**config.mk**
```make
export PLATFORM = sky130hd
export DESIGN_NAME = async_cpu_wrport
export DESIGN_NICKNAME = d
export VERILOG_FILES = /design/src/rtl/wrport_pkg.sv /design/src/rtl/wrport_sync.sv /design/src/rtl/wrport_hold.sv /design/src/rtl/wrport_fsm.sv /design/src/rtl/async_cpu_wrport.sv
export SDC_FILE = /design/constraint.sdc
export NUM_CORES = 1
export LEC_CHECK = 0
export ABC_AREA = 0
export BUFFER_PORTS_ARGS = -buffer_cell sky130_fd_sc_hd__buf_2
export CORE_AREA = 2 2 69 71
export DETAILED_ROUTE_END_ITERATION = 10
export DIE_AREA = 0 0 71 73
export GPL_ROUTABILITY_DRIVEN = 0
export PLACE_DENSITY = 0.89
export SYNTH_ARGS = -nofsm -noshare
export SYNTH_HDL_FRONTEND = slang
export SYNTH_SLANG_ARGS = --single-unit
```
**constraint.sdc**
```tcl
create_clock -name clk -period 4 [get_ports clk]
set_input_delay 1.2 -clock clk [delete_from_list [all_inputs] [get_ports clk]]
set_output_delay 1.2 -clock clk [all_outputs]
set_load 0.005 [all_outputs]
```
**src/rtl/wrport_pkg.sv**
```systemverilog
package wrport_pkg;
    typedef enum logic [2:0] {
        ST_IDLE,
        ST_CAPTURE,
        ST_WAIT,
        ST_ACK,
        ST_GAP
    } wr_state_e;
endpackage

```
**src/rtl/wrport_sync.sv**
```systemverilog
module wrport_sync #(
    parameter int          W        = 2,
    parameter logic        RST_VAL  = 1'b1
) (
    input  logic         clk,
    input  logic         rst_n,
    input  logic [W-1:0] async_in,
    output logic [W-1:0] sync_out
);
    for (genvar b = 0; b < W; b++) begin : g_bit
        logic meta_q;
        logic stab_q;
        always_ff @(posedge clk or negedge rst_n) begin
            if (!rst_n) begin
                meta_q <= RST_VAL;
                stab_q <= RST_VAL;
            end else begin
                meta_q <= async_in[b];
                stab_q <= meta_q;
            end
        end
        assign sync_out[b] = stab_q;
    end
endmodule

```
**src/rtl/wrport_hold.sv**
```systemverilog
module wrport_hold #(
    parameter int AW = 15,
    parameter int DW = 16
) (
    input  logic          clk,
    input  logic          rst_n,
    input  logic          load,
    input  logic          in_space,
    input  logic [AW-1:0] in_addr,
    input  logic [DW-1:0] in_data,
    output logic          out_space,
    output logic [AW-1:0] out_addr,
    output logic [DW-1:0] out_data
);
    always_ff @(posedge clk or negedge rst_n) begin
        if (!rst_n) begin
            out_space <= 1'b0;
            out_addr  <= '0;
            out_data  <= '0;
        end else if (load) begin
            out_space <= in_space;
            out_addr  <= in_addr;
            out_data  <= in_data;
        end
    end
endmodule

```
**src/rtl/wrport_fsm.sv**
```systemverilog
module wrport_fsm
    import wrport_pkg::*;
#(
    parameter int LCW         = 6,
    parameter int LAT_DEFAULT = 8,
    parameter int LAT_MIN     = 7,
    parameter int LAT_MAX     = 59,
    parameter int GAP_CLKS    = 4
) (
    input  logic           clk,
    input  logic           rst_n,
    input  logic           sel_s_n,
    input  logic           wr_s_n,
    input  logic [LCW-1:0] lat_cfg,
    output logic           rdy,
    output logic           we,
    output logic           cap_load
);
    localparam int CW = $clog2(LAT_MAX + 1);
    localparam int GW = $clog2(GAP_CLKS + 1);

    wr_state_e      state, nxt;
    logic [CW-1:0]  lat_cnt;
    logic [CW-1:0]  lat_q;
    logic [CW-1:0]  lat_eff;
    logic [GW-1:0]  gap_cnt;
    logic           both_s;
    logic           lat_hit;
    logic           gap_hit;

    assign both_s  = !sel_s_n && !wr_s_n;
    assign lat_hit = (lat_cnt == lat_q - 1'b1);
    assign gap_hit = (gap_cnt == GW'(GAP_CLKS - 1));

    always_comb begin
        if (lat_cfg == '0)
            lat_eff = CW'(LAT_DEFAULT);
        else if (int'(lat_cfg) < LAT_MIN)
            lat_eff = CW'(LAT_MIN);
        else if (int'(lat_cfg) > LAT_MAX)
            lat_eff = CW'(LAT_MAX);
        else
            lat_eff = CW'(lat_cfg);
    end

    always_ff @(posedge clk or negedge rst_n) begin
        if (!rst_n) state <= ST_IDLE;
        else        state <= nxt;
    end

    always_ff @(posedge clk or negedge rst_n) begin
        if (!rst_n) begin
            lat_cnt <= '0;
            gap_cnt <= '0;
            lat_q   <= CW'(LAT_DEFAULT);
        end else begin
            lat_cnt <= (state == ST_CAPTURE || state == ST_WAIT) ? lat_cnt + 1'b1 : '0;
            gap_cnt <= (state == ST_GAP) ? gap_cnt + 1'b1 : '0;
            if (state == ST_IDLE && both_s) lat_q <= lat_eff;
        end
    end

    always_comb begin
        nxt = state;
        unique case (state)
            ST_IDLE:    if (both_s)  nxt = ST_CAPTURE;
            ST_CAPTURE:              nxt = ST_WAIT;
            ST_WAIT:    if (lat_hit) nxt = ST_ACK;
            ST_ACK:     if (!both_s) nxt = ST_GAP;
            ST_GAP:     if (gap_hit) nxt = ST_IDLE;
            default:                 nxt = ST_IDLE;
        endcase
    end

    always_comb begin
        rdy      = 1'b1;
        we       = 1'b0;
        cap_load = 1'b0;
        unique case (state)
            ST_CAPTURE: begin rdy = 1'b0; cap_load = 1'b1; end
            ST_WAIT:    begin rdy = 1'b0; we = lat_hit; end
            default:    ;
        endcase
    end


    start_drops_rdy_chk: assert property (@(posedge clk) disable iff (!rst_n)
        (state == ST_IDLE && both_s) |=> !rdy);

    we_single_chk: assert property (@(posedge clk) disable iff (!rst_n)
        we |=> !we);

    we_while_busy_chk: assert property (@(posedge clk) disable iff (!rst_n)
        we |-> !rdy);

    idle_hold_chk: assert property (@(posedge clk) disable iff (!rst_n)
        (state == ST_IDLE && !both_s) |=> (state == ST_IDLE && rdy));

    ack_hold_chk: assert property (@(posedge clk) disable iff (!rst_n)
        (state == ST_ACK && both_s) |=> (state == ST_ACK && rdy && !we));

    gap_exit_chk: assert property (@(posedge clk) disable iff (!rst_n)
        (state == ST_GAP) |=> (state == ST_GAP || state == ST_IDLE));
endmodule

```
**src/rtl/async_cpu_wrport.sv**
```systemverilog
module async_cpu_wrport #(
    parameter int AW          = 15,
    parameter int DW          = 16,
    parameter int LCW         = 6,
    parameter int LAT_DEFAULT = 8,
    parameter int LAT_MIN     = 7,
    parameter int LAT_MAX     = 59,
    parameter int GAP_CLKS    = 4
) (
    input  logic           clk,
    input  logic           rst_n,
    input  logic           cpu_sel_n,
    input  logic           cpu_wr_n,
    input  logic           cpu_space,
    input  logic [AW-1:0]  cpu_addr,
    input  logic [DW-1:0]  cpu_data,
    input  logic [LCW-1:0] lat_cfg,
    output logic           cpu_rdy,
    output logic           reg_we,
    output logic           reg_space,
    output logic [AW-1:0]  reg_addr,
    output logic [DW-1:0]  reg_data
);
    logic [1:0] strobe_s;
    logic       cap_load;

    wrport_sync #(.W(2), .RST_VAL(1'b1)) u_sync (
        .clk      (clk),
        .rst_n    (rst_n),
        .async_in ({cpu_wr_n, cpu_sel_n}),
        .sync_out (strobe_s)
    );

    wrport_fsm #(
        .LCW         (LCW),
        .LAT_DEFAULT (LAT_DEFAULT),
        .LAT_MIN     (LAT_MIN),
        .LAT_MAX     (LAT_MAX),
        .GAP_CLKS    (GAP_CLKS)
    ) u_fsm (
        .clk      (clk),
        .rst_n    (rst_n),
        .sel_s_n  (strobe_s[0]),
        .wr_s_n   (strobe_s[1]),
        .lat_cfg  (lat_cfg),
        .rdy      (cpu_rdy),
        .we       (reg_we),
        .cap_load (cap_load)
    );

    wrport_hold #(.AW(AW), .DW(DW)) u_hold (
        .clk       (clk),
        .rst_n     (rst_n),
        .load      (cap_load),
        .in_space  (cpu_space),
        .in_addr   (cpu_addr),
        .in_data   (cpu_data),
        .out_space (reg_space),
        .out_addr  (reg_addr),
        .out_data  (reg_data)
    );
endmodule

```
==> metrics.yaml <==
run_status:
  status: "finished, final reports clean"
detailed_routing:
  drc: 0
  firstDrtPassIters: 4
  vias: 1511
  viasPerCell: 5.00
  wl_um: 3780
  drt_iter0_markers: 47
  wl_per_cell_um: 12.5
  ant_nets: 0
timing:
  rsz0062_at_grt: "no"
  setup-tns-final_ns: 0
  slew_viol_final: 0
  tightest_slew_ns: 0.740
  slew_headroom: 0.506
  hold_slack_ns: 0.359
  skew_ns: 0.00298
  setup_slack_ns: 0.998
  finalHoldViolations: 0
  setup_viol: 0
  fmax_mhz: 333
  min_period_over_period: 0.751
  min_period_ns: 3.00
global_route:
  antenna_found_initial: 0
  grt_pass1_vias: 1426
  overflow: 0
  grt_pass1_wl_um: 6200
  track_usage: 0.154
  grt_max_degree: 36
setup_path:
  cp_max_fo: 3
  r2r_start: "u_fsm.state[2]"
  r2r.worst_path.cells: 3
  crit_chain: "inv_1 -> ha_1 -> xnor2_1 -> a21oi_1 -> o211ai_1 -> nor3_1 -> buf_2"
  rrSetupSlack_ns: 2.07
  r2r-end: "u_hold.out_addr[11]"
  cp-start-kind: "flip-flop"
  critPathSlowestCell: "dfrtp_1"
  crit_arrival_ns: 1.80
  end_kind: "output pin"
  worst-setup-path-type: "flip-flop to output pin"
  critPathMaxStageDelay_ns: 0.39
  cp.required_ns: 2.80
  startpoint: "u_fsm.lat_q[0]"
clock_tree:
  clk_path_buf_depth: 2
  cts-root-buf: "clkbuf_8"
  ctsResizeCount: 0
  hold_buffers: 0
  clk_pin_slew_worst_paths_ns: 0.09
  numCtsBuffers: 5
  clock_sinks: 54
  clkLatencyLatePin_ns: 0.30
  htreeDepth: 2
  postCtsSetupRepairBufs: 0
  tritoncts: "built"
yosys:
  synth_seq_cells: 54
  syn_inst: 167
  synth_area_leaders: "dfrtp_1, mux2_2, dfstp_2, xnor2_1, nor2_1"
  synth_cell_types: 30
  yosysWarningCount: 0
  synth_area_um2: 2280
  yosysTopAreaCell: "dfrtp_1"
  ys_seq_area_frac: 0.596
  synth.top_cell.area_share: 0.538
  synth_nets: 213
  synth_area_per_cell_um2: 13.6
floorplanning:
  rows: 25
  die_w_um: 71
  io_pins: 76
  start_util: 0.502
  coreArea_um2: 4540
  die_y_um: 73
  die_area_um2: 5180
cells_and_area:
  layout_commonest_cell: "buf_2"
  post-route-util: 0.618
  layout.nets: 293
  antenna_cells: 0
  final_cell_mix: "buf_2, dfrtp_1, mux2_2"
  area_growth_pct: 23.1
  drive_above_1_share: 0.504
power_and_ir_drop:
  powerDensity_nw_per_um2: 717
  leakagePower_nw: 1.32
  finalPower_w: 0.00201
  irDropWorstVdd_mv: 0.349
worst_hold_path:
  hold_start: "u_sync.g_bit[0].meta_q"
  hp-class: "flip-flop to flip-flop"
  worstHoldEndpoint: "u_sync.g_bit[0].stab_q"
  min_path_cells: 0
place:
  post-place-ws_ns: 1.34
  dp_hpwl_um: 2940
  port_buffers: 75
job:
  drv_cap: 0
## per-stage QoR
stage          area (um2)  std cells
2_1_floorplan        2280        167
3_3_place_gp         2700        294
3_5_place_dp         2700        294
4_1_cts              2800        302
5_1_grt              2800        302
6_report             2800        302
## where the power goes
group	switching (W)	leakage, nW	total (W)	internal, W
sequential	0.000143	0.648	0.000921	0.000778
clock	0.000158	0.0524	0.000345	0.000187
combinational	0.000315	0.621	0.000744	0.000429
total	0.000615	1.32	0.00201	0.00139
## synthesized netlist by cell type
cell	instances
nand2_1	9
nand2b_1	1
dfstp_2	5
o211ai_1	1
o41ai_4	1
nor2_1	16
o21ai_0	1
ha_1	4
a21boi_0	1
o31ai_1	2
mux2_2	32
mux2_1	2
nor3_2	1
nor3_1	4
nand3_1	2
o22ai_1	4
o22a_1	1
or2_1	1
xnor2_1	9
xor2_1	5
inv_1	5
nor3b_1	1
and2_4	1
buf_2	1
nor3b_4	1
dfrtp_1	49
or3_4	1
a21oi_1	1
buf_6	3
and3_1	2
## registers in the layout, indices dropped and copies added, names as in the netlist
register / flops
u_hold.out_addr: 15
u_fsm.lat_cnt: 6
u_fsm.lat_q: 6
u_fsm.gap_cnt: 3
u_fsm.state: 3
u_sync.g_bit.stab_q: 2
u_sync.g_bit.meta_q: 2
u_hold.out_space: 1
u_hold.out_data: 16
## cell type report
type,instances,area (um2)
fill,366,1730
sequential,54,1360
multi-input combinational,104,862
timing repair buffer,77,390
clock buffer,7,76.3
tap,54,67.6
clock inverter,1,30.0
inverter,5,18.8
## worst max-delay path: cells and delay by family, from the launching register on
kind / cells / cell delay (ns)
flip-flops: 1 / 0.39
XOR/XNOR: 1 / 0.12
buffers and inverters: 2 / 0.23
AO/OA/AOI/OAI: 2 / 0.23
AND/OR/NAND/NOR: 1 / 0.23
adder cells (fa/ha/maj): 1 / 0.30
## worst max-delay path by stage
stage	endpoint	slack, ns	cells past startpoint
6_report	reg_we	1.0	7
5_1_grt	reg_we	0.82	7
4_1_cts	reg_we	0.99	7
3_5_place_dp	reg_we	1.34	7
3_3_place_gp	reg_we	1.37	7
2_1_floorplan	reg_we	1.55	6
## cells by family after synthesis
group / share of synthesized area
and+or+nand+nor: 0.0901
DFF: 0.596
xor gates and xnor gates: 0.0538
muxes: 0.168
AOI/OAI and AO/OA: 0.0445
buffers and inverters: 0.0253
adders and majority gates: 0.0220
## metal layers
metal / GRT usage / wire length (um)
met3: 0.0442 / 288
met5: 0 / 0
met2: 0.265 / 1840
met4: 0.0734 / 91
met1: 0.180 / 1550
(Power assumes the default switching activity.)
